===== config.mk =====
export PLATFORM = sky130hd
export DESIGN_NAME = coef_dbuf_fifo
export DESIGN_NICKNAME = d
export VERILOG_FILES = /design/src/rtl/coef_pkg.sv /design/src/rtl/coef_load_bank.sv /design/src/rtl/coef_play_bank.sv /design/src/rtl/coef_load_ctr.sv /design/src/rtl/coef_dbuf_fifo.sv
export SDC_FILE = /design/constraint.sdc
export NUM_CORES = 1
export LEC_CHECK = 0
export BUFFER_PORTS_ARGS = -buffer_cell sky130_fd_sc_hd__buf_2
export CAP_MARGIN = 20
export CORE_MARGIN = 1.5
export CORE_UTILIZATION = 64
export CTS_CLUSTER_SIZE = 30
export DETAILED_ROUTE_END_ITERATION = 10
export GPL_TIMING_DRIVEN = 1
export PLACE_DENSITY = 0.89
export SLEW_MARGIN = 20
export SYNTH_ARGS = -nofsm -noshare
export SYNTH_HDL_FRONTEND = slang
export SYNTH_HIERARCHICAL = 1
export SYNTH_SLANG_ARGS = --single-unit

===== constraint.sdc =====
create_clock -name clk_i -period 4.45 [get_ports clk_i]
set_input_delay 0.445 -clock clk_i [delete_from_list [all_inputs] [get_ports clk_i]]
set_output_delay 0.445 -clock clk_i [all_outputs]
set_load 0.005 [all_outputs]

===== src/rtl/coef_pkg.sv =====
package coef_pkg;
  localparam int unsigned DATA_W_DEF = 8;
  localparam int unsigned DEPTH_DEF  = 15;

  function automatic int unsigned cnt_width(input int unsigned depth);
    return $clog2(depth + 1);
  endfunction
endpackage


===== src/rtl/coef_load_bank.sv =====
module coef_load_bank #(
  parameter int unsigned DATA_W = coef_pkg::DATA_W_DEF,
  parameter int unsigned DEPTH  = coef_pkg::DEPTH_DEF
) (
  input  logic              clk_i,
  input  logic              rst_ni,
  input  logic              push_i,
  input  logic [DATA_W-1:0] din_i,
  output logic [DATA_W-1:0] bank_o [DEPTH]
);
  logic [DATA_W-1:0] stage_q [DEPTH];

  always_ff @(posedge clk_i or negedge rst_ni) begin
    if (!rst_ni) stage_q[0] <= '0;
    else if (push_i) stage_q[0] <= din_i;
  end

  for (genvar g = 1; g < DEPTH; g++) begin : g_stage
    always_ff @(posedge clk_i or negedge rst_ni) begin
      if (!rst_ni) stage_q[g] <= '0;
      else if (push_i) stage_q[g] <= stage_q[g-1];
    end

    // no push, no movement
    a_r3_hold: assert property (@(posedge clk_i) disable iff (!rst_ni)
      !push_i |=> $stable(stage_q[g]));
  end

  for (genvar g = 0; g < DEPTH; g++) begin : g_out
    assign bank_o[g] = stage_q[g];
  end

  a_r2_entry: assert property (@(posedge clk_i) disable iff (!rst_ni)
    push_i |=> stage_q[0] == $past(din_i));
endmodule


===== src/rtl/coef_play_bank.sv =====
module coef_play_bank #(
  parameter int unsigned DATA_W = coef_pkg::DATA_W_DEF,
  parameter int unsigned DEPTH  = coef_pkg::DEPTH_DEF
) (
  input  logic              clk_i,
  input  logic              rst_ni,
  input  logic              load_i,
  input  logic              rot_i,
  input  logic [DATA_W-1:0] load_data_i [DEPTH],
  output logic [DATA_W-1:0] tap_o
);
  localparam int unsigned LAST = DEPTH - 1;

  logic [DATA_W-1:0] stage_q [DEPTH];

  for (genvar g = 0; g < DEPTH; g++) begin : g_stage
    logic [DATA_W-1:0] feed;
    if (g == 0) begin : g_wrap
      assign feed = stage_q[LAST];
    end else begin : g_chain
      assign feed = stage_q[g-1];
    end

    always_ff @(posedge clk_i or negedge rst_ni) begin
      if (!rst_ni) stage_q[g] <= '0;
      else if (load_i) stage_q[g] <= load_data_i[g];
      else if (rot_i) stage_q[g] <= feed;
    end
  end

  assign tap_o = stage_q[LAST];

  a_r5_recirc: assert property (@(posedge clk_i) disable iff (!rst_ni)
    rot_i && !load_i |=> stage_q[0] == $past(stage_q[LAST]));
  a_r9_copy_wins: assert property (@(posedge clk_i) disable iff (!rst_ni)
    load_i |=> tap_o == $past(load_data_i[LAST]));
  a_r10_idle: assert property (@(posedge clk_i) disable iff (!rst_ni)
    !load_i && !rot_i |=> $stable(tap_o));
endmodule


===== src/rtl/coef_load_ctr.sv =====
module coef_load_ctr #(
  parameter int unsigned DEPTH = coef_pkg::DEPTH_DEF,
  parameter int unsigned CNT_W = coef_pkg::cnt_width(DEPTH)
) (
  input  logic             clk_i,
  input  logic             rst_ni,
  input  logic             wr_en_i,
  input  logic             frame_i,
  output logic             accept_o,
  output logic [CNT_W-1:0] cnt_o,
  output logic             ovf_o
);
  localparam logic [CNT_W-1:0] FULL = CNT_W'(DEPTH);

  logic [CNT_W-1:0] cnt_q;
  logic             ovf_q;
  logic             full;

  assign full     = (cnt_q == FULL);
  assign accept_o = wr_en_i && (frame_i || !full);

  always_ff @(posedge clk_i or negedge rst_ni) begin
    if (!rst_ni) begin
      cnt_q <= '0;
      ovf_q <= 1'b0;
    end else if (frame_i) begin
      cnt_q <= wr_en_i ? CNT_W'(1) : '0;
      ovf_q <= 1'b0;
    end else begin
      if (accept_o) cnt_q <= cnt_q + CNT_W'(1);
      if (wr_en_i && full) ovf_q <= 1'b1;
    end
  end

  assign cnt_o = cnt_q;
  assign ovf_o = ovf_q;

  a_r7_no_overflow: assert property (@(posedge clk_i) disable iff (!rst_ni)
    wr_en_i && !frame_i && cnt_q == FULL |=> ovf_q && cnt_q == FULL);
  a_r7_bound: assert property (@(posedge clk_i) disable iff (!rst_ni)
    cnt_q <= FULL);
  a_r8_restart: assert property (@(posedge clk_i) disable iff (!rst_ni)
    frame_i |=> !ovf_q && cnt_q <= CNT_W'(1));
  a_r7_sticky: assert property (@(posedge clk_i) disable iff (!rst_ni)
    ovf_q && !frame_i |=> ovf_q);
endmodule


===== src/rtl/coef_dbuf_fifo.sv =====
module coef_dbuf_fifo #(
  parameter int unsigned DATA_W = coef_pkg::DATA_W_DEF,
  parameter int unsigned DEPTH  = coef_pkg::DEPTH_DEF,
  localparam int unsigned CNT_W = coef_pkg::cnt_width(DEPTH)
) (
  input  logic              clk_i,
  input  logic              rst_ni,
  input  logic              wr_en_i,
  input  logic [DATA_W-1:0] wr_data_i,
  input  logic              frame_i,
  input  logic              shift_i,
  output logic [DATA_W-1:0] tap_o,
  output logic [CNT_W-1:0]  load_cnt_o,
  output logic              ovf_o
);
  logic              accept;
  logic [DATA_W-1:0] load_bank [DEPTH];

  coef_load_ctr #(.DEPTH(DEPTH), .CNT_W(CNT_W)) i_ctr (
    .clk_i    (clk_i),
    .rst_ni   (rst_ni),
    .wr_en_i  (wr_en_i),
    .frame_i  (frame_i),
    .accept_o (accept),
    .cnt_o    (load_cnt_o),
    .ovf_o    (ovf_o)
  );

  coef_load_bank #(.DATA_W(DATA_W), .DEPTH(DEPTH)) i_load (
    .clk_i  (clk_i),
    .rst_ni (rst_ni),
    .push_i (accept),
    .din_i  (wr_data_i),
    .bank_o (load_bank)
  );

  coef_play_bank #(.DATA_W(DATA_W), .DEPTH(DEPTH)) i_play (
    .clk_i       (clk_i),
    .rst_ni      (rst_ni),
    .load_i      (frame_i),
    .rot_i       (shift_i),
    .load_data_i (load_bank),
    .tap_o       (tap_o)
  );

  // writes alone never disturb the tap
  a_r6_write_isolated: assert property (@(posedge clk_i) disable iff (!rst_ni)
    !frame_i && !shift_i |=> $stable(tap_o));
endmodule


==> results.txt, run 1 <==
Setup crit end kind: flip-flop
Nets: 815
Pin count of the biggest net entering global routing: 132
Final setup vio count: 0
Worst hold path type: in -> async
Longest Clk Path Bufs: 3
Comb pwr share: 17.2%
Leakage power: 5.215 nW
Cell variety after synth: 25
Mapped Area: 10300 sq um
Multi-input gate area: 3721 sq um
Worst path slowest cell: and2_4
Initial Util: 65.09%
Clock transition at path regs: 70 ps
Initial antenna violation count: 0
Post-Synthesis Cells: 796
Max VDD drop: 0.0005085 V
Final Max Slew Viols: 0
Reg power frac: 50.8%
Worst Max-Slew Pin Slew: 1042 ps
Syn avg cell area: 12.94 sq um
# clock sinks: 245
Critical path type: reg -> reg
FF-to-FF setup slack: 1840 ps
Fin Hold WS: 25.53 ps
Vias in the first global route: 6335
Post-CTS Resized: 0
Synth-to-layout area growth: 9.230%
Post-Route Skew: 10.44 ps
Slew Limit Headroom: 30.52%
Yosys warns: 6
H-tree depth: 1
Max frequency: 0.3836 GHz
Drt wl/cell: 19.20 um
Core Area: 15830 sq um
Num CTS Buffers: 24
Root Buffer: clkbuf_16
Seq. cell area: 6131 sq um
CTS tree: built
Vias post-DR: 6114
Max Cap Viol: 0
Setup_tns: 0 ps
Switching part of the total: 28.17%
Flops & latches, synth: 245
Die W: 129.9 um
NetSw: 0.001981 W
Die footprint: 16870 sq um
Overall Power: 0.007032 W
Number of port buffers: 25
Ports: 26
Worst EP required: 4840 ps
Status: finished clean
Remaining Overflow, GRT: 0
Crit path time final: 2607 ps
Syn nets: 810
Iteration count of the initial detailed-routing pass: 4
Clk pwr share: 32.0%
Vias per inst: 5.907
Clock latency on the worst-skew pair: 510 ps
PwrDens: 624.9 nW/um^2
N_diodes: 0
First-pass GRT wire length: 32780 um
Tcrit/Tclk final: 58.58%
Post-CTS setup buffers: 0
Post-route ant nets: 0
Total track usage: 24.72%
Hold Fails Final Rpt: 0
Critical path arrival: 2990 ps
Startpoint Class: flip-flop
Worst Path Max Fanout: 64
Num rows: 46
Post-cts hold buffer count: 0
Internal power: 0.005051 W
Layout cells sized above 1: 24.05%
Placer Congestion: 0.7460
Initial DRC Count: 489
Crit path cell chain: ha_1, nand4b_1, and2_4, buf_4, mux2_2
Post-synthesis sequential area ratio: 59.51%
Post-route DRC violation count: 0
Crit-path max cell delay: 740 ps
Die Y: 129.9 um
Post-detail-place hpwl: 9933 um
Fillers: 916
WL final: 19870 um
Unrepaired setup endpoints after global routing: false
-- area by class of cell --
| cell class | instances | area share [%] |
|---|---|---|
| clock buffers | 32 | 6.326 |
| clock inverters | 12 | 1.701 |
| inverters | 1 | 0.03336 |
| multi-input cells | 496 | 33.07 |
| flip-flops and latches | 245 | 54.48 |
| well taps | 216 | 2.402 |
| repair buffers | 33 | 1.990 |
-- cell usage after synthesis (all sizes together) --
master | count | area [sq um]
dfrtp | 245 | 6131
a41oi | 1 | 8.760
inv | 1 | 3.750
nand4b | 1 | 8.760
nor2 | 1 | 3.750
nand4 | 1 | 6.260
ha | 1 | 12.51
o21ai | 120 | 600.6
nand2 | 120 | 450.4
and2 | 1 | 6.260
xnor2 | 1 | 8.760
clkbuf | 12 | 45.04
mux2i | 121 | 1211
nand2b | 3 | 18.77
nor3 | 2 | 10.01
mux2 | 120 | 1351
a21oi | 1 | 5.000
a211oi | 1 | 7.510
and4 | 1 | 8.760
buf | 42 | 404.1
-- through the flow --
step / cell area (sq um) / setup slack [ps] / util (%) / std cells
after floorplan: 10300 / 2723 / - / 796
after global placement: 10350 / 1629 / 65.37 / 991
after detailed placement: 10350 / 1511 / 65.37 / 991
after CTS: 11250 / 1901 / 71.08 / 1035
after global routing: 11250 / 1729 / 71.10 / 1035
final: 11250 / 1843 / 71.10 / 1035
-- final timing paths --
kind | start | end | depth (start not counted)
max in group asynchronous | rst_ni | i_play/g_stage[7].feed[7]$_DFFE_PN0P_ | 2
max | i_ctr/cnt_o[1]$_DFFE_PN0P_ | i_load/bank_o[30]$_DFFE_PN0P_ | 5
max reg2reg | i_ctr/cnt_o[1]$_DFFE_PN0P_ | i_load/bank_o[30]$_DFFE_PN0P_ | 5
min reg2reg | i_load/bank_o[74]$_DFFE_PN0P_ | i_play/g_stage[6].feed[2]$_DFFE_PN0P_ | 2
min | rst_ni | i_play/g_stage[10].feed[4]$_DFFE_PN0P_ | 1
min in group clk_i | wr_data_i[3] | i_load/bank_o[115]$_DFFE_PN0P_ | 2
-- sequential cells by signal (all words and copies together), names as in the netlist --
register,flops
i_ctr/cnt_o,4
i_play/tap_o,8
i_play/g_stage.feed,112
i_ctr/ovf_o,1
i_load/bank_o,120
-- power by group through the flow --
stage	Clock (W)	Sequential (W)	Combinational, W
after floorplan	0	0.00336	0.000935
after global placement	0	0.00350	0.00106
after CTS	0.00228	0.00356	0.00122
after global routing	0.00237	0.00366	0.00133
after detailed placement	0	0.00355	0.00115
final	0.00225	0.00357	0.00121
-- kinds of logic after synthesis --
logic type | synth area share [%]
AO/OA/AOI/OAI | 6.036
AND/OR/NAND/NOR | 4.979
multiplexers | 24.87
flip-flops | 59.51
buffers and inverters | 4.396
adder cells (fa/ha/maj) | 0.1214
XOR/XNOR | 0.08503
-- placed cells by master, fill, tap and decap left out, drive strengths merged, types with 2 or more instances in the layout --
cell,n
mux2,120
nor3,2
mux2i,121
buf,33
o21ai,120
clkinv,6
bufinv,5
nand2b,3
nand2,120
dfrtp,245
clkbuf,32
-- layer usage --
metal / GRT usage (%) / up-vias / share of wire [%]
met3: 3.567 / 43 / 4.9
met5: 0 / - / 0
li1: - / 2779 / -
met4: 7.908 / 0 / 2.1
met1: 32.67 / 3103 / 41
met2: 42.73 / 189 / 52
-- critical path: cells and delay by family (launching register included) --
| family | cells | cell delay, ps |
|---|---|---|
| fa+ha+maj | 1 | 280 |
| simple gates | 2 | 880 |
| buf+inv | 1 | 430 |
| flops | 1 | 460 |
| mux | 1 | 390 |
(Power assumes the default switching activity.)
==> inputs of run 2 (changes only) <==
--- a/config.mk
+++ b/config.mk
@@ -5,14 +5,15 @@
 export SDC_FILE = /design/constraint.sdc
 export NUM_CORES = 1
 export LEC_CHECK = 0
+export ABC_AREA = 1
 export BUFFER_PORTS_ARGS = -buffer_cell sky130_fd_sc_hd__buf_2
 export CAP_MARGIN = 20
 export CORE_MARGIN = 1.5
-export CORE_UTILIZATION = 64
+export CORE_UTILIZATION = 56
 export CTS_CLUSTER_SIZE = 30
 export DETAILED_ROUTE_END_ITERATION = 10
 export GPL_TIMING_DRIVEN = 1
-export PLACE_DENSITY = 0.89
+export PLACE_DENSITY = 0.84
 export SLEW_MARGIN = 20
 export SYNTH_ARGS = -nofsm -noshare
 export SYNTH_HDL_FRONTEND = slang
==> constraint.sdc (replaced) <==
create_clock -name clk_i -period 2.2 [get_ports clk_i]
set_input_delay 0.22 -clock clk_i [delete_from_list [all_inputs] [get_ports clk_i]]
set_output_delay 0.22 -clock clk_i [all_outputs]
set_load 0.005 [all_outputs]
==> run 2 against run 1 <==
Total power grew 61%. Fmax up 48%. Register-to-register slack worse by 1400 ps. Cell area rose by 1.7%. Sequential share of layout area shrank 0.91 points. Critical path depth increased by 2. Wire length increased by 11%. First-iteration DRC count increased by 73%. Flip-flop and latch count did not move. Largest cell class unchanged. Via count up 32%. Clock skew up 9.2 ps. Highest routed layer unchanged. Count of clock-buffer cells in the layout shrank 4.
==> results.txt, run 2 <==
Status: finished clean (unchanged)
Nets: 1216 (was 815)
FF-to-FF setup slack: 430 ps (was 1840 ps)
Post-Synthesis Cells: 1202 (was 796)
H-tree depth: 1 (unchanged)
R2R Path End: i_load/bank_o[36]$_DFFE_PN0P_ (was i_load/bank_o[30]$_DFFE_PN0P_)
Initial DRC Count: 847 (was 489)
Iteration count of the initial detailed-routing pass: 5 (was 4)
Setup crit end kind: flip-flop (unchanged)
N_diodes: 0 (unchanged)
Post-detail-place hpwl: 11610 um (was 9933 um)
R2R Path Start: i_ctr/cnt_o[0]$_DFFE_PN0P_ (was i_ctr/cnt_o[1]$_DFFE_PN0P_)
Routing usage on met3: 3.348% (was 3.567%)
Main synth FF type: dfrtp_1 (unchanged)
Pin count of the biggest net entering global routing: 121 (was 132)
Post-synth top area share: 60.24% (was 59.51%)
Dominant cells by area after synthesis: dfrtp_1, nand2_1, nand3_1 (was dfrtp_1, mux2_2, mux2i_1)
EDFF count, synth: 0 (unchanged)
Syn nets: 1216 (was 810)
Remaining Overflow, GRT: 0 (unchanged)
Post-Route Skew: 19.67 ps (was 10.44 ps)
Post-synth top area cell: dfrtp_1 (unchanged)
Root Buffer: clkbuf_16 (unchanged)
Post-CTS setup buffers: 0 (unchanged)
Layout cells sized above 1: 7.547% (was 24.05%)
Hold Fails Final Rpt: 0 (unchanged)
Max Cap Viol: 0 (unchanged)
Final Max Slew Viols: 0 (unchanged)
Leakage power: 6.008 nW (was 5.215 nW)
Slew Limit Headroom: 58.63% (was 30.52%)
Post-synthesis sequential area ratio: 60.24% (was 59.51%)
Seq. cell area: 6131 sq um (unchanged)
CTS tree: built (unchanged)
Post-CTS Resized: 0 (unchanged)
Clock latency on the worst-skew pair: 530 ps (was 510 ps)
Crit path time final: 1766 ps (was 2607 ps)
Crit path to: i_load/bank_o[36]$_DFFE_PN0P_ (was i_load/bank_o[30]$_DFFE_PN0P_)
Clock transition at path regs: 60 ps (was 70 ps)
First-pass GRT wire length: 37690 um (was 32780 um)
Commonest non-fill, non-tap cells in the layout: nand2_1, dfrtp_1, nand3_1 (was dfrtp_1, mux2i_1, mux2_2, nand2_1, o21ai_1)
Vias in the first global route: 7966 (was 6335)
Worst Max-Slew Pin Slew: 620.6 ps (was 1042 ps)
Total track usage: 24.74% (was 24.72%)
Flops & latches, synth: 245 (unchanged)
Met2 Use GR: 42.22% (was 42.73%)
Startpoint Class: flip-flop (unchanged)
Cell Area, Placed: 10470 sq um (was 10350 sq um)
Number of port buffers: 25 (unchanged)
Ports: 26 (unchanged)
GRT Max-Usage Layer: met2 (unchanged)
Mapped Area: 10180 sq um (was 10300 sq um)
Post-route cell area: 11440 sq um (was 11250 sq um)
Synth-to-layout area growth: 12.45% (was 9.230%)
Vias per inst: 5.590 (was 5.907)
Worst hold path type: in -> reg (was in -> async)
Max VDD drop: 0.0007865 V (was 0.0005085 V)
Worst EP required: 2590 ps (was 4840 ps)
Post-route DRC violation count: 0 (unchanged)
Worst R2R Path Depth: 7 (was 5)
Unrepaired setup endpoints after global routing: false (unchanged)
Yosys warns: 6 (unchanged)
Commonest non-fill, non-tap cell in the layout: nand2_1 (was dfrtp_1)
Syn avg cell area: 8.467 sq um (was 12.94 sq um)
Die Y: 137.8 um (was 129.9 um)
Multi-input gate area: 3610 sq um (was 3721 sq um)
Drt wl/cell: 15.22 um (was 19.20 um)
Tcrit/Tclk final: 80.25% (was 58.58%)
Fin Hold WS: 93.55 ps (was 25.53 ps)
Setup_tns: 0 ps (unchanged)
Initial Util: 56.85% (was 65.09%)
Post-cts hold buffer count: 10 (was 0)
Worst Path Max Fanout: 92 (was 64)
Met1 global-route usage: 33.23% (was 32.67%)
Num rows: 49 (was 46)
Die W: 137.8 um (was 129.9 um)
Vias post-DR: 8094 (was 6114)
Post-route ant nets: 0 (unchanged)
Max frequency: 0.5664 GHz (was 0.3836 GHz)
# clock sinks: 245 (unchanged)
Critical Path Source: i_ctr/cnt_o[0]$_DFFE_PN0P_ (was i_ctr/cnt_o[1]$_DFFE_PN0P_)
Critical path arrival: 2160 ps (was 2990 ps)
Initial antenna violation count: 0 (unchanged)
Placer Congestion: 0.7419 (was 0.7460)
Overall Power: 0.01131 W (was 0.007032 W)
Die footprint: 18990 sq um (was 16870 sq um)
Longest Clk Path Bufs: 3 (unchanged)
Final setup vio count: 0 (unchanged)
Fillers: 1366 (was 916)
Num CTS Buffers: 24 (unchanged)
PwrDens: 988.0 nW/um^2 (was 624.9 nW/um^2)
WL final: 22040 um (was 19870 um)
Core Area: 17900 sq um (was 15830 sq um)
Synth cell count leaders: nand2_1, dfrtp_1, nand3_1 (was dfrtp_1, mux2i_1, mux2_2, nand2_1, o21ai_1)
Cell variety after synth: 15 (was 25)
Critical path type: reg -> reg (unchanged)
Most frequent cell after synthesis: nand2_1 (was dfrtp_1)
Max reg flops: 120 (unchanged)
Synth async-reset ratio: 100.0% (unchanged)
run 2: how the worst min path moves through the flow:
| stage | cells past startpoint | slack [ps] | from | endpoint |
|---|---|---|---|---|
| after floorplan | 0 | -80 | rst_ni | i_ctr/cnt_o[0]$_DFFE_PN0P_ |
| after global placement | 1 | 230 | rst_ni | i_ctr/cnt_o[2]$_DFFE_PN0P_ |
| after detailed placement | 1 | 240 | rst_ni | i_ctr/cnt_o[2]$_DFFE_PN0P_ |
| after CTS | 3 | 80 | frame_i | i_play/g_stage[1].feed[3]$_DFFE_PN0P_ |
| after global routing | 3 | 110 | frame_i | i_play/g_stage[1].feed[3]$_DFFE_PN0P_ |
| final | 3 | 90 | frame_i | i_play/g_stage[2].feed[2]$_DFFE_PN0P_ |
run 2: power by group:
part           switching [W]  leakage (nW)  total [W]  internal, W
clock network        0.00175         0.426    0.00447      0.00273
registers           0.000499          3.24    0.00569      0.00519
logic               0.000706          2.34    0.00115     0.000442
run 2: stage by stage:
| step | utilization [%] | cells | setup slack [ps] |
|---|---|---|---|
| after detailed placement | 58.48 | 1395 | 518.8 |
| after floorplan | - | 1202 | 700.4 |
| after global placement | 58.48 | 1395 | 600.8 |
| after CTS | 63.93 | 1448 | 458.1 |
| after global routing | 63.93 | 1448 | 333.5 |
| final | 63.93 | 1448 | 434.5 |
run 2: cells by family after synthesis:
| group | share of synthesized area, % |
|---|---|
| compound gates | 0.2213 |
| fa+ha+maj | 0.1229 |
| buf+inv | 4.364 |
| flops | 60.24 |
| simple gates | 35.05 |
run 2: metal layers:
metal,routed length [um],up-vias
met4,417,0
met1,9465,4006
met5,0,-
met2,11120,226
li1,-,3827
met3,1032,35
run 2: final cells by class:
type | count | area share [%]
flip-flops and latches | 245 | 53.57
clock buffers | 28 | 5.729
clock inverters | 15 | 1.913
multi-input cells | 870 | 31.54
repair buffers | 52 | 4.417
inverters | 9 | 0.3280
well taps | 229 | 2.504
run 2: critical path, stage by stage (launching register included):
cell and delay, ps:
dfrtp_1 420, ha_1 250, nand2_1 100, o21ai_2 180
clkinv_2 120, buf_12 210, nand2_1 160, nand2_1 80
==> inputs of run 3 (changes only) <==
==> constraint.sdc (replaced) <==
create_clock -name clk_i -period 1.45 [get_ports clk_i]
set_input_delay 0.145 -clock clk_i [delete_from_list [all_inputs] [get_ports clk_i]]
set_output_delay 0.145 -clock clk_i [all_outputs]
set_load 0.005 [all_outputs]
==> run 3 against run 2 <==
The flow now finishes with violations (setup timing). Utilization grew 2.8 points. Worst hold slack lost 14 ps. Via count grew 3.9%. Total power grew 57%. Cell area grew 4.4%. Flip-flop and latch count is the same. Wire length grew 9.1%. Clock skew shrank 4.9 ps. Sequential share of layout area shrank 2.2 points. Register-to-register slack lost 490 ps. Highest routed layer unchanged.
==> results.txt, run 3 (same netlist as run 2, synthesis figures left out) <==
Status: complete, but fails checks (was finished clean)
Failing checks: setup timing
Remaining Overflow, GRT: 0 (unchanged)
Worst hold path type: in -> reg (unchanged)
Leakage power: 6.248 nW (was 6.008 nW)
Number of port buffers: 25 (unchanged)
Initial DRC Count: 844 (was 847)
FF-to-FF setup slack: -60 ps (was 430 ps)
PwrDens: 1483 nW/um^2 (was 988.0 nW/um^2)
Fin Hold WS: 79.85 ps (was 93.55 ps)
Die footprint: 18990 sq um (unchanged)
Post-Route Skew: 14.73 ps (was 19.67 ps)
Max Cap Viol: 0 (unchanged)
H-tree depth: 1 (unchanged)
Post-route cell area: 11950 sq um (was 11440 sq um)
WL final: 24030 um (was 22040 um)
Max frequency: 0.6632 GHz (was 0.5664 GHz)
Crit-path max cell delay: 400 ps (was 420 ps)
Crit path cell chain: ha_4, nand2_4, o21ai_4, clkinv_4, clkinv_8, buf_12, nand2_1, nand2_1 (was ha_1, nand2_1, o21ai_2, clkinv_2, buf_12, nand2_1, nand2_1)
Num CTS Buffers: 26 (was 24)
Core Area: 17900 sq um (unchanged)
CP dominant cell by count: nand2_1 (unchanged)
Vias per inst: 5.696 (was 5.590)
Tcrit/Tclk final: 104.0% (was 80.25%)
Clock latency on the worst-skew pair: 520 ps (was 530 ps)
Cell Area, Placed: 10650 sq um (was 10470 sq um)
Placer Congestion: 0.7600 (was 0.7419)
Hold Fails Final Rpt: 0 (unchanged)
Root Buffer: clkbuf_16 (unchanged)
CTS tree: built (unchanged)
Total track usage: 26.28% (was 24.74%)
Nets: 1242 (was 1216)
Commonest non-fill, non-tap cells in the layout: nand2_1, dfrtp_1, nand3_1 (unchanged)
Drt wl/cell: 16.28 um (was 15.22 um)
Setup crit end kind: flip-flop (unchanged)
Vias post-DR: 8407 (was 8094)
Max VDD drop: 0.001096 V (was 0.0007865 V)
Worst Path Max Fanout: 19 (was 92)
Slew Limit Headroom: 74.02% (was 58.63%)
Commonest non-fill, non-tap cell in the layout: nand2_1 (unchanged)
Initial Util: 56.85% (unchanged)
Unrepaired setup endpoints after global routing: true (was false)
Final Max Slew Viols: 0 (unchanged)
Worst EP required: 1900 ps (was 2590 ps)
Crit path time final: 1508 ps (was 1766 ps)
Worst path slowest cell: dfrtp_1 (unchanged)
Clock transition at path regs: 70 ps (was 60 ps)
Critical path arrival: 1960 ps (was 2160 ps)
Post-route ant nets: 0 (unchanged)
Final setup vio count: 100 (was 0)
Iteration count of the initial detailed-routing pass: 5 (unchanged)
Pin count of the biggest net entering global routing: 81 (was 121)
DP Worst Slack: -57.58 ps (was 518.8 ps)
Ports: 26 (unchanged)
Initial antenna violation count: 0 (unchanged)
Die Y: 137.8 um (unchanged)
Longest Clk Path Bufs: 3 (unchanged)
Post-route DRC violation count: 0 (unchanged)
Critical path type: reg -> reg (unchanged)
DP Cell Count: 1410 (was 1395)
First-pass GRT wire length: 39660 um (was 37690 um)
# clock sinks: 245 (unchanged)
Synth-to-layout area growth: 17.38% (was 12.45%)
Max reg flops: 120 (unchanged)
Vias in the first global route: 8199 (was 7966)
Final Non-Filler Cells: 1476 (was 1448)
Fin util: 66.73% (was 63.93%)
Worst Max-Slew Pin Slew: 389.8 ps (was 620.6 ps)
Post-detail-place hpwl: 12450 um (was 11610 um)
N_diodes: 0 (unchanged)
Num rows: 49 (unchanged)
Die W: 137.8 um (unchanged)
Layout cells sized above 1: 10.51% (was 7.547%)
Worst setup margin: -57.90 ps (was 434.5 ps)
Startpoint Class: flip-flop (unchanged)
## run 3: final cells by class
| type | instances | area [sq um] |
|---|---|---|
| inverters | 9 | 52.55 |
| clock inverters | 6 | 130.1 |
| fillers | 1275 | 5956 |
| multi-input cells | 870 | 3677 |
| well taps | 229 | 286.5 |
| clock buffers | 41 | 798.3 |
| repair buffers | 76 | 869.6 |
| flip-flops and latches | 245 | 6132 |
## run 3: critical path: cells and delay by family (launching register included)
| kind | cells | cell delay [ps] |
|---|---|---|
| AOI/OAI and AO/OA | 1 | 180 |
| adders and majority gates | 1 | 170 |
| DFF | 1 | 400 |
| buffers and inverters | 3 | 460 |
| and+or+nand+nor | 3 | 230 |
## run 3: path summary, 6_finish.rpt
kind	from	end	depth (start not counted)
worst max-delay path	i_ctr/cnt_o[1]$_DFFE_PN0P_	i_load/bank_o[98]$_DFFE_PN0P_	8
worst min register to register	i_load/bank_o[2]$_DFFE_PN0P_	i_load/bank_o[2]$_DFFE_PN0P_	2
worst min-delay path	frame_i	i_ctr/ovf_o$_DFFE_PN0P_	5
min in group asynchronous	rst_ni	i_load/bank_o[116]$_DFFE_PN0P_	2
max in group asynchronous	rst_ni	i_play/tap_o[1]$_DFFE_PN0P_	3
worst max register to register	i_ctr/cnt_o[1]$_DFFE_PN0P_	i_load/bank_o[98]$_DFFE_PN0P_	8
## run 3: metal layers
layer  up-vias  GRT usage, %  routed length, um
met3        49         4.084               1380
met4         0         7.813                582
met2       317         45.53              12420
met1      4158         34.39               9652
li1       3883             -                  -
met5         -             0                  0
## run 3: stage by stage
| step | TNS [ps] | total power (W) |
|---|---|---|
| after detailed placement | -2810 | 0.01050 |
| after global routing | -9263 | 0.01841 |
| after global placement | 0 | 0.01036 |
| after CTS | -2971 | 0.01769 |
| final | -2720 | 0.01771 |
| after floorplan | -793.6 | 0.009730 |
## run 3: what timing repair did
action,in CTS,in global routing
pin swaps,2,3
hold buffers,11,0
setup endpoints to repair,121,121
cloned,2,3
setup buffers,3,2
hold endpoints to repair,256,0
resized for setup,22,10
## run 3: where the power goes
group	switching, W	internal [W]	total (W)
registers	0.000791	0.00788	0.00867
logic	0.00115	0.000782	0.00193
clock network	0.00265	0.00447	0.00711
